`src/rtl/shf_pkg.sv`:
```
package shf_pkg;

    localparam int SHF_DW = 16;
    localparam int SHF_AW = 8;

    typedef enum logic [2:0] {
        OP_LSH    = 3'd0,
        OP_ASH    = 3'd1,
        OP_NORM   = 3'd2,
        OP_DENORM = 3'd3,
        OP_EXP    = 3'd4,
        OP_BLKEXP = 3'd5,
        OP_RSV6   = 3'd6,
        OP_RSV7   = 3'd7
    } shf_op_e;

    // Steering for the barrel stage
    typedef struct packed {
        logic              left;
        logic              fill;
        logic [SHF_AW-1:0] mag;
    } shf_ctl_t;

    function automatic logic op_writes_result(shf_op_e o);
        return (o == OP_LSH) || (o == OP_ASH) || (o == OP_NORM) || (o == OP_DENORM);
    endfunction

    function automatic logic op_writes_exp(shf_op_e o);
        return (o == OP_NORM) || (o == OP_EXP) || (o == OP_BLKEXP);
    endfunction

    // Magnitude of a two's complement amount; -128 yields 128
    function automatic logic [SHF_AW-1:0] amt_mag(logic [SHF_AW-1:0] a);
        return a[SHF_AW-1] ? (~a + 1'b1) : a;
    endfunction

endpackage

```
`src/rtl/shf_align.sv`:
```
module shf_align #(
    parameter int DW = 16,
    localparam int RW = 2 * DW
) (
    input  logic [DW-1:0] din,
    input  logic          hi_sel,
    input  logic          sext,
    output logic [RW-1:0] aligned
);
    logic ext_bit;

    assign ext_bit = sext & din[DW-1];

    always_comb begin
        if (hi_sel) aligned = {din, {DW{1'b0}}};
        else        aligned = {{DW{ext_bit}}, din};
    end
endmodule

```
`src/rtl/shf_expdet.sv`:
```
module shf_expdet #(
    parameter int DW = 16,
    localparam int EW = $clog2(DW)
) (
    input  logic [DW-1:0] din,
    output logic [EW-1:0] exp_val
);
    logic run;

    always_comb begin
        exp_val = '0;
        run     = 1'b1;
        for (int i = DW - 2; i >= 0; i--) begin
            if (run && (din[i] == din[DW-1])) exp_val = exp_val + EW'(1);
            else                              run     = 1'b0;
        end
    end
endmodule

```
`src/rtl/shf_barrel.sv`:
```
module shf_barrel #(
    parameter int RW = 32,
    parameter int AW = 8,
    localparam int SW = $clog2(RW)
) (
    input  logic [RW-1:0] data,
    input  logic          left,
    input  logic          fill,
    input  logic [AW-1:0] mag,
    output logic [RW-1:0] shifted
);
    logic [RW-1:0] stg [0:SW];
    logic          over;

    assign stg[0] = data;

    for (genvar k = 0; k < SW; k++) begin : g_stage
        localparam int D = 1 << k;
        assign stg[k+1] = !mag[k] ? stg[k] :
                          left    ? {stg[k][RW-1-D:0], {D{1'b0}}} :
                                    {{D{fill}}, stg[k][RW-1:D]};
    end

    assign over    = |mag[AW-1:SW];
    assign shifted = over ? (left ? '0 : {RW{fill}}) : stg[SW];
endmodule

```
`src/rtl/shf_unit.sv`:
```
module shf_unit
    import shf_pkg::*;
#(
    parameter int DW = SHF_DW,
    localparam int AW = SHF_AW,
    localparam int RW = 2 * DW,
    localparam int EW = $clog2(DW)
) (
    input  logic          clk,
    input  logic          rst,
    input  logic          op_valid,
    input  logic [2:0]    op,
    input  logic [DW-1:0] din,
    input  logic [AW-1:0] amount,
    input  logic          hi_sel,
    input  logic          or_mode,
    output logic [RW-1:0] result,
    output logic [EW-1:0] exp_out,
    output logic [EW-1:0] blk_exp
);
    shf_op_e       op_e;
    logic          sext;
    logic [RW-1:0] aligned;
    logic [EW-1:0] din_exp;
    shf_ctl_t      ctl;
    logic [RW-1:0] shifted;
    logic [RW-1:0] merged;

    logic [RW-1:0] result_q;
    logic [EW-1:0] exp_q;
    logic [EW-1:0] blk_q;

    assign op_e = shf_op_e'(op);
    assign sext = (op_e != OP_LSH);

    shf_align #(.DW(DW)) u_align (
        .din     (din),
        .hi_sel  (hi_sel),
        .sext    (sext),
        .aligned (aligned)
    );

    shf_expdet #(.DW(DW)) u_expdet (
        .din     (din),
        .exp_val (din_exp)
    );

    // Per-operation steering of the barrel stage
    always_comb begin
        ctl.left = 1'b1;
        ctl.fill = 1'b0;
        ctl.mag  = '0;
        unique case (op_e)
            OP_LSH: begin
                ctl.left = !amount[AW-1];
                ctl.mag  = amt_mag(amount);
            end
            OP_ASH: begin
                ctl.left = !amount[AW-1];
                ctl.fill = aligned[RW-1];
                ctl.mag  = amt_mag(amount);
            end
            OP_NORM: begin
                ctl.mag  = {{(AW-EW){1'b0}}, din_exp};
            end
            OP_DENORM: begin
                ctl.left = 1'b0;
                ctl.fill = aligned[RW-1];
                ctl.mag  = amount;
            end
            default: begin
                ctl.left = 1'b1;
            end
        endcase
    end

    shf_barrel #(.RW(RW), .AW(AW)) u_barrel (
        .data    (aligned),
        .left    (ctl.left),
        .fill    (ctl.fill),
        .mag     (ctl.mag),
        .shifted (shifted)
    );

    assign merged = or_mode ? (result_q | shifted) : shifted;

    always_ff @(posedge clk) begin
        if (rst) begin
            result_q <= '0;
            exp_q    <= '0;
            blk_q    <= EW'(DW - 1);
        end else if (op_valid) begin
            if (op_writes_result(op_e)) result_q <= merged;
            if (op_writes_exp(op_e))    exp_q    <= din_exp;
            if ((op_e == OP_BLKEXP) && (din_exp < blk_q)) blk_q <= din_exp;
        end
    end

    assign result  = result_q;
    assign exp_out = exp_q;
    assign blk_exp = blk_q;

    // Assertions
    AST_RESET_STATE: assert property (@(posedge clk)
        rst |=> (result == '0 && exp_out == '0 && blk_exp == EW'(DW - 1)));

    AST_IDLE_HOLD: assert property (@(posedge clk) disable iff (rst)
        (!op_valid || op == 3'd6 || op == 3'd7)
        |=> ($stable(result) && $stable(exp_out) && $stable(blk_exp)));

    AST_BLK_NO_RISE: assert property (@(posedge clk) disable iff (rst)
        op_valid |=> (blk_exp <= $past(blk_exp)));

    AST_NORM_TOP: assert property (@(posedge clk) disable iff (rst)
        (op_valid && op == 3'd2 && hi_sel && !or_mode && din != '0 && din != '1)
        |=> (result[RW-1] != result[RW-2]));

    AST_OR_KEEP: assert property (@(posedge clk) disable iff (rst)
        (op_valid && or_mode && op <= 3'd3)
        |=> ((result & $past(result)) == $past(result)));

    AST_EXP_RESULT_HOLD: assert property (@(posedge clk) disable iff (rst)
        (op_valid && (op == 3'd4 || op == 3'd5)) |=> $stable(result));
endmodule

```
`config.mk`:
```
export PLATFORM = sky130hd
export DESIGN_NAME = shf_unit
export DESIGN_NICKNAME = d
export VERILOG_FILES = /design/src/rtl/shf_pkg.sv /design/src/rtl/shf_align.sv /design/src/rtl/shf_expdet.sv /design/src/rtl/shf_barrel.sv /design/src/rtl/shf_unit.sv
export SDC_FILE = /design/constraint.sdc
export NUM_CORES = 1
export LEC_CHECK = 0
export ABC_AREA = 0
export BUFFER_PORTS_ARGS = -buffer_cell sky130_fd_sc_hd__buf_2
export CAP_MARGIN = 20
export CORE_ASPECT_RATIO = 1.25
export CORE_MARGIN = 2
export CORE_UTILIZATION = 41
export CTS_CLUSTER_DIAMETER = 200
export DETAILED_ROUTE_END_ITERATION = 8
export MAX_ROUTING_LAYER = met4
export SETUP_SLACK_MARGIN = 0.15
export SLEW_MARGIN = 25
export SYNTH_ARGS = -nofsm -noshare
export SYNTH_HDL_FRONTEND = slang
export SYNTH_SLANG_ARGS = --single-unit
```
`constraint.sdc`:
```
create_clock -name clk -period 10.7 [get_ports clk]
set_input_delay 1.07 -clock clk [delete_from_list [all_inputs] [get_ports clk]]
set_output_delay 1.07 -clock clk [all_outputs]
set_load 0.03 [all_outputs]
```
==> results.json <==
{
  "status": "finished, final reports clean",
  "coreArea_um2": 18600,
  "cts_htree_levels": 2,
  "yosysSeqAreaShare": 0.104,
  "netlist_area_um2": 7730,
  "clk_pin_slew_worst_paths_ns": 0.06,
  "finalSetupTns_ns": 0,
  "drv_slew": 0,
  "critPathArrivalTime_ns": 10.05,
  "r2r_end": "blk_exp[0]",
  "critical_path.endpoint_type": "register",
  "dp_cells": 1421,
  "r2r_start": "blk_exp[1]",
  "synth_cells": 1193,
  "io_buffers": 71,
  "grt_overflow": 0,
  "power.density_nw_per_um2": 94.4,
  "max_freq_mhz": 102,
  "dieArea_um2": 20000,
  "first_pass_iters": 6,
  "grtUsageTotal": 0.320,
  "async_flop_share": 0,
  "cts-root-buf": "clkbuf_16",
  "synth_cell_types": 98,
  "vias_per_cell": 6.75,
  "p_leak_nw": 3.31,
  "cts.path.max_buffers": 2,
  "final_common_cell": "nand2_1",
  "cp_max_fo": 17,
  "crit_type": "in -> reg",
  "ys_dominant_reg_cell": "dfxtp_1",
  "diodes": 0,
  "critPathMaxStageDelay_ns": 0.60,
  "period_needed_ns": 9.83,
  "cp.required_ns": 10.91,
  "synth_edf_count": 0,
  "final_cells": 1429,
  "synthToLayoutAreaGrowth_pct": 7.85,
  "wl_per_cell_um": 22.3,
  "worstMarginPinSlew_ns": 0.923,
  "die_y_um": 158,
  "finalHoldViolCount": 0,
  "cts_sinks": 40,
  "nets": 1244,
  "drt-total-wl_um": 31900,
  "fin_skew_ns": 0.00683,
  "startpoint_type": "input pin",
  "cts_tree": "yes",
  "reg2regPathDepth": 7,
  "timing.slew.headroom": 0.385,
  "postRouteAntennaNets": 0,
  "gp_congestion": 0.988,
  "rows": 56,
  "syn_nets": 1241,
  "routed-via-count": 9647,
  "drc": 0,
  "grt_max_degree": 82,
  "hold_end": "result[22]",
  "mostFrequentLayoutCells": "nand2_1, a21oi_1, nor2_1",
  "min-delay-start": "result[22]",
  "critPathSlowestCell": "or4b_2",
  "holdPathStages": 2,
  "cap_violations": 0,
  "antenna_found_initial": 0,
  "io_pins": 72,
  "p_total_mw": 0.787,
  "ys_warn_count": 0,
  "ys_ff_latch": 40,
  "dpl.hpwl_um": 23800,
  "post_cts.repair.setup_buffers": 0,
  "initial_utilization": 0.415,
  "vdd_drop_max_mv": 0.0941,
  "clock_latency_ns": 0.30,
  "grt_setup_unrepaired": "false",
  "hp-class": "reg -> reg",
  "startpoint": "din[13]",
  "drive_above_1_share": 0.135,
  "syn_avg_cell_area_um2": 6.48,
  "timing.final.crit_share": 0.919,
  "cp_common_cell": "ha_1",
  "die_w_um": 127,
  "grt_pass1_vias": 8790,
  "rrSetupSlack_ns": 8.52,
  "numCtsBuffers": 5,
  "setup_violations": 0,
  "grt_pass1_wl_um": 50300,
  "drt_iter0_drc": 1232
}
==> critical path, delay by kind of cell <==
kind | cells | cell delay (ns)
compound gates | 16 | 3.59
simple gates | 14 | 2.71
fa+ha+maj | 6 | 1.54
buf+inv | 3 | 0.55
mux | 2 | 0.41
xor+xnor | 1 | 0.15
==> cell usage after synthesis, types with 13 or more instances <==
library cell,instances,area share
a211oi_1,29,0.028
a21o_1,18,0.017
a21oi_1,133,0.086
a31oi_1,32,0.026
and2_1,15,0.012
and3_1,13,0.011
buf_2,22,0.014
clkbuf_1,67,0.033
dfxtp_1,40,0.10
ha_1,16,0.026
inv_1,18,0.0087
mux2i_1,45,0.058
nand2_1,171,0.083
nand2b_1,13,0.011
nand3_1,43,0.028
nor2_1,110,0.053
nor3_1,30,0.019
o211ai_1,25,0.024
o21ai_0,64,0.041
==> area by class of cell <==
type,instances,area (um^2)
clock buffers,6,129
clock inverters,2,35.0
fillers,1983,10300
inverters,20,75.1
multi-input cells,1026,6400
flip-flops and latches,40,801
well taps,232,290
repair buffers,103,608
==> metrics by stage <==
stage | util | hold WS, ns | cell area (um^2) | setup slack (ns)
floorplan | - | 0.579 | 7730 | 1.37
global placement | 0.438 | 0.441 | 8160 | 0.598
detailed placement | 0.438 | 0.447 | 8160 | 0.449
CTS | 0.446 | 0.455 | 8320 | 0.730
global route | 0.447 | 0.481 | 8340 | 0.201
finish | 0.447 | 0.449 | 8340 | 0.866
==> cells by family (layout without fill, tap and decap cells) <==
logic type / count (synthesis) / count (layout) / synth area share
compound gates: 476 / 476 / 0.417
xor+xnor: 20 / 20 / 0.0236
fa+ha+maj: 16 / 16 / 0.0259
buf+inv: 127 / 131 / 0.0745
flops: 40 / 40 / 0.104
mux: 52 / 52 / 0.0728
simple gates: 462 / 462 / 0.282
==> worst max-delay path by stage <==
stage	end	slack, ns	cells after the start
6_report	result[3]	0.87	42
5_1_grt	result[3]	0.20	41
4_1_cts	result[23]	0.73	40
3_5_place_dp	result[3]	0.45	41
3_3_place_gp	result[23]	0.60	40
2_1_floorplan	blk_exp[0]	1.37	40
==> repair_timing <==
action | 4_1_cts | 5_1_grt
hold buffers | 0 | 0
setup endpoints to repair | 0 | 21
gates resized for setup | 0 | 2
==> layer usage <==
layer  global-route usage  part of all wire  vias up  wire (um)
met1                0.393              0.41     4470      13000
met3               0.0323             0.070      112       2220
met2                0.527              0.47      558      15000
li1                     -                 -     4507          -
met4                0.150             0.053        0       1680
met5                    -                 0        -          0
==> where the power goes <==
| group | leakage, nW | internal [mW] | switching [mW] |
|---|---|---|---|
| clock network | 0.0808 | 0.110 | 0.0653 |
| registers | 0.327 | 0.160 | 0.00852 |
| logic | 2.91 | 0.146 | 0.298 |
==> sequential cells by signal, summed over array words and instances, names as in the netlist <==
name and count:
blk_exp 4, result 32, exp_out 4
(Power assumes the default switching activity.)
